File: src/rtl/fe_pkg.sv
package fe_pkg;

  // Treat the free-slot code 3 as two usable slots.
  function automatic logic [1:0] fe_clamp2(input logic [1:0] v);
    return (v == 2'd3) ? 2'd2 : v;
  endfunction

  function automatic logic [1:0] fe_min(input logic [1:0] a, input logic [1:0] b);
    return (a < b) ? a : b;
  endfunction

  // Number of set flags among two.
  function automatic logic [1:0] fe_pop2(input logic a, input logic b);
    return {1'b0, a} + {1'b0, b};
  endfunction

endpackage

File: src/rtl/fe_fetch_ctrl.sv
module fe_fetch_ctrl #(
  parameter int ADDR_W = 32,
  parameter int PAIR_BYTES = 8,
  parameter logic [ADDR_W-1:0] RESET_PC = '0
) (
  input  logic              clk,
  input  logic              rst_n,
  input  logic              redirect_i,
  input  logic [ADDR_W-1:0] redirect_pc_i,
  input  logic              fb_empty_i,
  input  logic              mem_ready_i,
  input  logic              mem_rsp_valid_i,
  output logic              mem_req_o,
  output logic [ADDR_W-1:0] mem_addr_o,
  output logic              fire_o,
  output logic              load_o,
  output logic              load_odd_o,
  output logic [ADDR_W-1:0] load_pc_o
);
  localparam int OFS_W    = $clog2(PAIR_BYTES);
  localparam int SLOT_BIT = OFS_W - 1;

  function automatic logic [ADDR_W-1:0] pair_base(input logic [ADDR_W-1:0] a);
    return {a[ADDR_W-1:OFS_W], {OFS_W{1'b0}}};
  endfunction

  function automatic logic [ADDR_W-1:0] next_pair(input logic [ADDR_W-1:0] a);
    return pair_base(a) + ADDR_W'(PAIR_BYTES);
  endfunction

  logic [ADDR_W-1:0] pc_q, base_q;
  logic              pend_q, drop_q, odd_q;
  logic              rsp_take;

  assign mem_req_o  = !pend_q && fb_empty_i && !redirect_i;
  assign mem_addr_o = pair_base(pc_q);
  assign fire_o     = mem_req_o && mem_ready_i;
  assign rsp_take   = pend_q && mem_rsp_valid_i;
  assign load_o     = rsp_take && !drop_q && !redirect_i;
  assign load_odd_o = odd_q;
  assign load_pc_o  = base_q;

  always_ff @(posedge clk) begin
    if (!rst_n) begin
      pc_q   <= RESET_PC;
      base_q <= '0;
      pend_q <= 1'b0;
      drop_q <= 1'b0;
      odd_q  <= 1'b0;
    end else if (redirect_i) begin
      pc_q   <= redirect_pc_i;
      pend_q <= pend_q && !mem_rsp_valid_i;
      drop_q <= pend_q && !mem_rsp_valid_i;
    end else begin
      if (rsp_take) begin
        pend_q <= 1'b0;
        drop_q <= 1'b0;
      end
      if (fire_o) begin
        pend_q <= 1'b1;
        odd_q  <= pc_q[SLOT_BIT];
        base_q <= pair_base(pc_q);
        pc_q   <= next_pair(pc_q);
      end
    end
  end
endmodule

File: src/rtl/fe_pair_buf.sv
module fe_pair_buf #(
  parameter int ADDR_W = 32,
  parameter int INSN_W = 32,
  parameter int INSN_BYTES = 4
) (
  input  logic                clk,
  input  logic                rst_n,
  input  logic                flush_i,
  input  logic                load_i,
  input  logic                load_odd_i,
  input  logic [ADDR_W-1:0]   load_pc_i,
  input  logic [2*INSN_W-1:0] load_data_i,
  input  logic [1:0]          consume_i,
  output logic                empty_o,
  output logic                head_valid_o,
  output logic [INSN_W-1:0]   head_insn_o,
  output logic [ADDR_W-1:0]   head_pc_o,
  output logic                next_valid_o,
  output logic [INSN_W-1:0]   next_insn_o,
  output logic [ADDR_W-1:0]   next_pc_o
);
  localparam int NSLOT = 2;

  logic [NSLOT-1:0]  v_q;
  logic [INSN_W-1:0] insn_q [NSLOT];
  logic [ADDR_W-1:0] base_q;
  logic [NSLOT-1:0]  clr;

  // Per-slot clear: two consumed clears all, one clears the oldest valid slot.
  for (genvar s = 0; s < NSLOT; s++) begin : g_clr
    if (s == 0) begin : g_first
      assign clr[s] = (consume_i == 2'd2) || (consume_i == 2'd1 && v_q[0]);
    end else begin : g_second
      assign clr[s] = (consume_i == 2'd2) || (consume_i == 2'd1 && !v_q[0]);
    end
  end

  assign empty_o      = (v_q == '0);
  assign head_valid_o = |v_q;
  assign head_insn_o  = v_q[0] ? insn_q[0] : insn_q[1];
  assign head_pc_o    = v_q[0] ? base_q : base_q + ADDR_W'(INSN_BYTES);
  assign next_valid_o = &v_q;
  assign next_insn_o  = insn_q[1];
  assign next_pc_o    = base_q + ADDR_W'(INSN_BYTES);

  always_ff @(posedge clk) begin
    if (!rst_n || flush_i) begin
      v_q <= '0;
    end else if (load_i) begin
      for (int s = 0; s < NSLOT; s++) begin
        v_q[s]    <= !(load_odd_i && s == 0);
        insn_q[s] <= load_data_i[s*INSN_W +: INSN_W];
      end
      base_q <= load_pc_i;
    end else begin
      v_q <= v_q & ~clr;
    end
  end
endmodule

File: src/rtl/fe_decode_pair.sv
module fe_decode_pair
  import fe_pkg::*;
#(
  parameter int ADDR_W = 32,
  parameter int INSN_W = 32
) (
  input  logic              clk,
  input  logic              rst_n,
  input  logic              flush_i,
  input  logic [1:0]        free_i,
  input  logic              fb_head_valid_i,
  input  logic [INSN_W-1:0] fb_head_insn_i,
  input  logic [ADDR_W-1:0] fb_head_pc_i,
  input  logic              fb_next_valid_i,
  input  logic [INSN_W-1:0] fb_next_insn_i,
  input  logic [ADDR_W-1:0] fb_next_pc_i,
  output logic [1:0]        consume_o,
  output logic              out0_valid_o,
  output logic [INSN_W-1:0] out0_insn_o,
  output logic [ADDR_W-1:0] out0_pc_o,
  output logic              out1_valid_o,
  output logic [INSN_W-1:0] out1_insn_o,
  output logic [ADDR_W-1:0] out1_pc_o
);
  typedef struct packed {
    logic              v;
    logic [INSN_W-1:0] insn;
    logic [ADDR_W-1:0] pc;
  } ent_t;

  ent_t left_q, right_q, left_d, right_d, fb_head, fb_next;
  logic [1:0] held, n_out, rem, fb_cnt, take;

  assign fb_head = '{v: fb_head_valid_i, insn: fb_head_insn_i, pc: fb_head_pc_i};
  assign fb_next = '{v: fb_next_valid_i, insn: fb_next_insn_i, pc: fb_next_pc_i};

  always_comb begin
    held   = fe_pop2(left_q.v, right_q.v);
    n_out  = flush_i ? 2'd0 : fe_min(held, fe_clamp2(free_i));
    rem    = held - n_out;
    fb_cnt = fe_pop2(fb_head_valid_i, fb_next_valid_i);
    take   = flush_i ? 2'd0 : fe_min(2'd2 - rem, fb_cnt);
    left_d  = '0;
    right_d = '0;
    case (rem)
      2'd2: begin
        left_d  = left_q;
        right_d = right_q;
      end
      2'd1: begin
        left_d  = (n_out == 2'd1) ? right_q : left_q;
        right_d = fb_head;
        right_d.v = (take != 2'd0);
      end
      default: begin
        left_d    = fb_head;
        left_d.v  = (take != 2'd0);
        right_d   = fb_next;
        right_d.v = (take == 2'd2);
      end
    endcase
  end

  assign consume_o    = take;
  assign out0_valid_o = (n_out != 2'd0);
  assign out0_insn_o  = left_q.insn;
  assign out0_pc_o    = left_q.pc;
  assign out1_valid_o = (n_out == 2'd2);
  assign out1_insn_o  = right_q.insn;
  assign out1_pc_o    = right_q.pc;

  always_ff @(posedge clk) begin
    if (!rst_n || flush_i) begin
      left_q.v  <= 1'b0;
      right_q.v <= 1'b0;
    end else begin
      left_q  <= left_d;
      right_q <= right_d;
    end
  end
endmodule

File: src/rtl/dual_fetch_frontend.sv
module dual_fetch_frontend #(
  parameter int ADDR_W = 32,
  parameter int INSN_W = 32,
  parameter logic [ADDR_W-1:0] RESET_PC = 32'h0000_1000
) (
  input  logic                clk,
  input  logic                rst_n,
  output logic                imem_req,
  output logic [ADDR_W-1:0]   imem_addr,
  input  logic                imem_ready,
  input  logic                imem_rsp_valid,
  input  logic [2*INSN_W-1:0] imem_rsp_data,
  input  logic                redirect,
  input  logic [ADDR_W-1:0]   redirect_pc,
  input  logic [1:0]          q_free_slots,
  output logic                enq0_valid,
  output logic [INSN_W-1:0]   enq0_insn,
  output logic [ADDR_W-1:0]   enq0_pc,
  output logic                enq1_valid,
  output logic [INSN_W-1:0]   enq1_insn,
  output logic [ADDR_W-1:0]   enq1_pc
);
  localparam int INSN_BYTES = INSN_W / 8;
  localparam int PAIR_BYTES = 2 * INSN_BYTES;

  // Named internal events, visible to the bound checker.
  logic              fetch_fire, rsp_load, rsp_odd, fb_empty;
  logic [ADDR_W-1:0] rsp_pc;
  logic [1:0]        fb_consume;
  logic              fb_hv, fb_nv;
  logic [INSN_W-1:0] fb_hi, fb_ni;
  logic [ADDR_W-1:0] fb_hp, fb_np;

  fe_fetch_ctrl #(.ADDR_W(ADDR_W), .PAIR_BYTES(PAIR_BYTES), .RESET_PC(RESET_PC)) u_ctrl (
    .clk(clk), .rst_n(rst_n),
    .redirect_i(redirect), .redirect_pc_i(redirect_pc),
    .fb_empty_i(fb_empty), .mem_ready_i(imem_ready), .mem_rsp_valid_i(imem_rsp_valid),
    .mem_req_o(imem_req), .mem_addr_o(imem_addr), .fire_o(fetch_fire),
    .load_o(rsp_load), .load_odd_o(rsp_odd), .load_pc_o(rsp_pc)
  );

  fe_pair_buf #(.ADDR_W(ADDR_W), .INSN_W(INSN_W), .INSN_BYTES(INSN_BYTES)) u_fbuf (
    .clk(clk), .rst_n(rst_n), .flush_i(redirect),
    .load_i(rsp_load), .load_odd_i(rsp_odd), .load_pc_i(rsp_pc), .load_data_i(imem_rsp_data),
    .consume_i(fb_consume), .empty_o(fb_empty),
    .head_valid_o(fb_hv), .head_insn_o(fb_hi), .head_pc_o(fb_hp),
    .next_valid_o(fb_nv), .next_insn_o(fb_ni), .next_pc_o(fb_np)
  );

  fe_decode_pair #(.ADDR_W(ADDR_W), .INSN_W(INSN_W)) u_dec (
    .clk(clk), .rst_n(rst_n), .flush_i(redirect), .free_i(q_free_slots),
    .fb_head_valid_i(fb_hv), .fb_head_insn_i(fb_hi), .fb_head_pc_i(fb_hp),
    .fb_next_valid_i(fb_nv), .fb_next_insn_i(fb_ni), .fb_next_pc_i(fb_np),
    .consume_o(fb_consume),
    .out0_valid_o(enq0_valid), .out0_insn_o(enq0_insn), .out0_pc_o(enq0_pc),
    .out1_valid_o(enq1_valid), .out1_insn_o(enq1_insn), .out1_pc_o(enq1_pc)
  );
endmodule

File: config.mk
export PLATFORM = sky130hd
export DESIGN_NAME = dual_fetch_frontend
export DESIGN_NICKNAME = d
export VERILOG_FILES = /design/src/rtl/fe_pkg.sv /design/src/rtl/fe_fetch_ctrl.sv /design/src/rtl/fe_pair_buf.sv /design/src/rtl/fe_decode_pair.sv /design/src/rtl/dual_fetch_frontend.sv
export SDC_FILE = /design/constraint.sdc
export NUM_CORES = 1
export LEC_CHECK = 0
export BUFFER_PORTS_ARGS = -buffer_cell sky130_fd_sc_hd__buf_2
export CAP_MARGIN = 10
export CORE_ASPECT_RATIO = 1.2
export CORE_MARGIN = 5
export CORE_UTILIZATION = 49
export CTS_CLUSTER_SIZE = 25
export DETAILED_ROUTE_END_ITERATION = 8
export GPL_ROUTABILITY_DRIVEN = 0
export PLACE_DENSITY = 0.85
export SETUP_SLACK_MARGIN = 0.15
export SYNTH_ARGS = -nofsm -noshare
export SYNTH_HDL_FRONTEND = slang
export SYNTH_SLANG_ARGS = --single-unit
File: constraint.sdc
create_clock -name clk -period 6.45 [get_ports clk]
set_input_delay 1.29 -clock clk [delete_from_list [all_inputs] [get_ports clk]]
set_output_delay 1.29 -clock clk [all_outputs]
set_load 0.05 [all_outputs]
==> impl_metrics.ini <==
[run_status]
outcome = finished, final reports clean

[sta]
timing.fmax_mhz = 233
fin_crit_sh_pct = 66.7
finalSetupTns_ns = 0
timing.final.max_slew_violations = 0
hold_viol = 0
finalCriticalPeriod_ns = 4.30
skew_ns = 0.0143
setup_violations = 0
tightest_slew_ns = 1.17
relSlewSlack_pct = 21.0
fin_ws_ns = 2.15
rsz0062_at_grt = no

[setup_path]
cp.buffers_inverters = 5
worstSetupPathType = primary input to register
crit_chain = buf_2, inv_1, ha_1, nand2b_1, a211oi_1, ha_1, xnor2_1, xor2_1, inv_1, ha_4, inv_1, o21ai_0, nor2_4, buf_12
cp.depth = 14
r2r_start = u_dec.right_q[64]$_SDFFE_PP0N_
r2r-end = u_dec.out0_insn_o[1]$_DFFE_PP_
reg2reg_depth = 13
cp_slowest_cell = nor2_4
r2r_slack_ns = 2.46
slowest_delay_ns = 0.79
crit_path_max_fanout = 33
crit_end = u_dec.out0_insn_o[1]$_DFFE_PP_
setup.worst_path.start = q_free_slots[1]
critPathRequiredTime_ns = 6.66
startpoint_type = primary input
endpoint_kind = register
crit_family = simple AND/OR/NAND/NOR gates
arrival_ns = 4.51
crit_top_cell = inv_1

[final_layout]
drive_gt1_share_pct = 35.0
fillers = 2057
fin_nets = 1202
utilization_pct = 55.0
stdcell_area_um2 = 13900
area_growth_pct = 11.4

[global_routing]
antenna_found_initial = 2
gr-usage-met3_pct = 2.55
grt_pass1_vias = 7678
track_usage_pct = 17.5
grt_start_max_net_pins = 75
grt_pass1_wl_um = 40600
use_met1_pct = 21.4
grt_use_met2_pct = 32.0
top_usage_layer = met2
overflow = 0

[place]
dpl.hpwl_um = 18200
portBuffers = 256
placed_area_um2 = 13000
place_ws_ns = 1.57

[clocking]
h-tree-depth = 1
cts_setup_buffers = 0
clk-insertion-delay-late_ns = 0.53
cts_sinks = 283
clk_path_buf_depth = 3
ctsResizeCount = 0
cts_tree = done
root_buffer = clkbuf_16
clk_pin_slew_worst_paths_ns = 0.06
cts_buffers = 28
postCtsHoldBufs = 0

[floorplanning]
num_io_pins = 266
start_util_pct = 49.4
die_w_um = 156
die_h_um = 185
die_area_um2 = 28800
core_um2 = 25300
fp-row-count = 64

[routing]
via_count = 7698
detail-route-antenna-nets = 0
drc = 0
totalWireLength_um = 26700
routedWlPerCell_um = 18.5
viasPerCell = 5.34
drtIter0Drc = 400
first_pass_iters = 5

[run]
drv_cap = 0

[power_and_ir_drop]
power.total_mw = 3.97
power_density_nw_per_um2 = 286
vdd_drop_max_v = 0.000149
p_leak_nw = 5.10

[synth]
syn_area_um2 = 12500
synth_most_common_cell = edfxtp_1
async_reset_ff_share_pct = 0
synth_area_leaders = edfxtp_1, dfxtp_1, buf_4
ys_top_cells_by_count = edfxtp_1, buf_4, nand2_1, dfxtp_1, mux2_2
synth.distinct_cells = 54
synth_top_area_share_pct = 52.1
yosys_warnings = 0
ys_ff_latch = 283
dominantRegCellSynth = edfxtp_1
ys_seq_area_share_pct = 62.7
synth_edf_count = 217
avgSynthCellArea_um2 = 12.6
yosysTopAreaCell = edfxtp_1
synthCells = 993

[worst_hold_path]
hold_path_class = register to register
-- metal layers --
metal | vias up | wire length, µm
li1 | 3622 | -
met1 | 3732 | 10300
met2 | 298 | 14100
met3 | 46 | 1680
met4 | 0 | 618
met5 | - | 0
-- stage by stage --
stage	hold WS, ns	instances
6_report	0.427	1442
5_1_grt	0.441	1442
4_1_cts	0.429	1439
3_5_place_dp	0.417	1387
3_3_place_gp	0.416	1387
2_1_floorplan	0.408	999
-- sequential cells by signal (all words and copies together) (netlist names) --
name	cells
u_ctrl.load_odd_o	1
u_dec.out0_pc_o	30
u_fbuf.base_q	29
u_dec.out1_pc_o	30
u_dec.right_q	1
u_fbuf.v_q	2
u_fbuf.insn_q	64
u_ctrl.pend_q	1
u_dec.out1_insn_o	32
u_dec.out0_insn_o	32
u_dec.left_q	1
u_ctrl.pc_q	30
u_ctrl.drop_q	1
u_ctrl.load_pc_o	29
-- area by class of cell --
class,count,area (µm²),area share [%]
sequential,283,7840,56.3
multi-input combinational,493,3290,23.7
timing repair buffer,266,1390,9.98
clock buffer,39,813,5.84
tap,330,413,2.97
clock inverter,13,105,0.755
inverter,16,60.1,0.432
antenna,2,5.00,0.0360
-- worst min-delay path by stage --
stage          slack [ns]                         startpoint  depth (start not counted)                           to
3_3_place_gp         0.42  u_ctrl.load_pc_o[10]$_SDFFE_PN0P_                          0  u_fbuf.base_q[10]$_DFFE_PP_
4_1_cts              0.43  u_ctrl.load_pc_o[20]$_SDFFE_PN0P_                          0  u_fbuf.base_q[20]$_DFFE_PP_
5_1_grt              0.44  u_ctrl.load_pc_o[27]$_SDFFE_PN0P_                          0  u_fbuf.base_q[27]$_DFFE_PP_
6_report             0.43  u_ctrl.load_pc_o[20]$_SDFFE_PN0P_                          0  u_fbuf.base_q[20]$_DFFE_PP_
2_1_floorplan        0.41  u_ctrl.load_pc_o[10]$_SDFFE_PN0P_                          0  u_fbuf.base_q[10]$_DFFE_PP_
3_5_place_dp         0.42  u_ctrl.load_pc_o[28]$_SDFFE_PN0P_                          0  u_fbuf.base_q[28]$_DFFE_PP_
-- where the power goes --
group | total (mW) | switching (mW) | internal [mW] | leakage, nW
Sequential | 2.05 | 0.0414 | 2.01 | 2.60
Clock | 1.59 | 0.671 | 0.923 | 0.451
Combinational | 0.330 | 0.247 | 0.0831 | 2.05
-- layout by cell type (no fill, tap or decap), types with 4 or more instances in the layout --
cell type	n
buf_2	256
edfxtp_1	217
nand2_1	122
dfxtp_1	65
mux2_2	61
o21ai_0	53
a21oi_1	40
mux2i_1	35
clkbuf_16	29
nor2_1	19
inv_1	15
nand3_1	14
ha_1	10
nand2b_1	9
nand4_1	9
a31oi_1	9
or4_1	9
nor4_1	8
buf_4	8
xnor2_1	7
or3_1	7
nor3_1	7
conb_1	7
o31ai_1	6
a311oi_1	6
clkinv_2	6
clkbuf_1	5
clkbuf_8	5
a211oi_1	4
o311ai_0	4
and4_1	4
o211ai_1	4
-- worst register-to-register path: stages, from the launching register on --
cell	delay (ns)
dfxtp_1	0.33
ha_1	0.25
ha_1	0.22
nand2b_1	0.15
a211oi_1	0.36
ha_1	0.24
xnor2_1	0.13
xor2_1	0.22
inv_1	0.10
ha_4	0.28
inv_1	0.10
o21ai_0	0.19
nor2_4	0.79
buf_12	0.31
-- kinds of logic after synthesis --
kind of cell,count (synthesis),synth area share [%]
XOR/XNOR,10,0.701
multiplexers,96,8.30
adder cells (fa/ha/maj),11,1.10
AND/OR/NAND/NOR,230,8.92
flip-flops,283,62.7
buffers and inverters,223,11.6
other,1,0.0300
AO/OA/AOI/OAI,139,6.67
No activity file was read; power rests on OpenSTA's default activity.
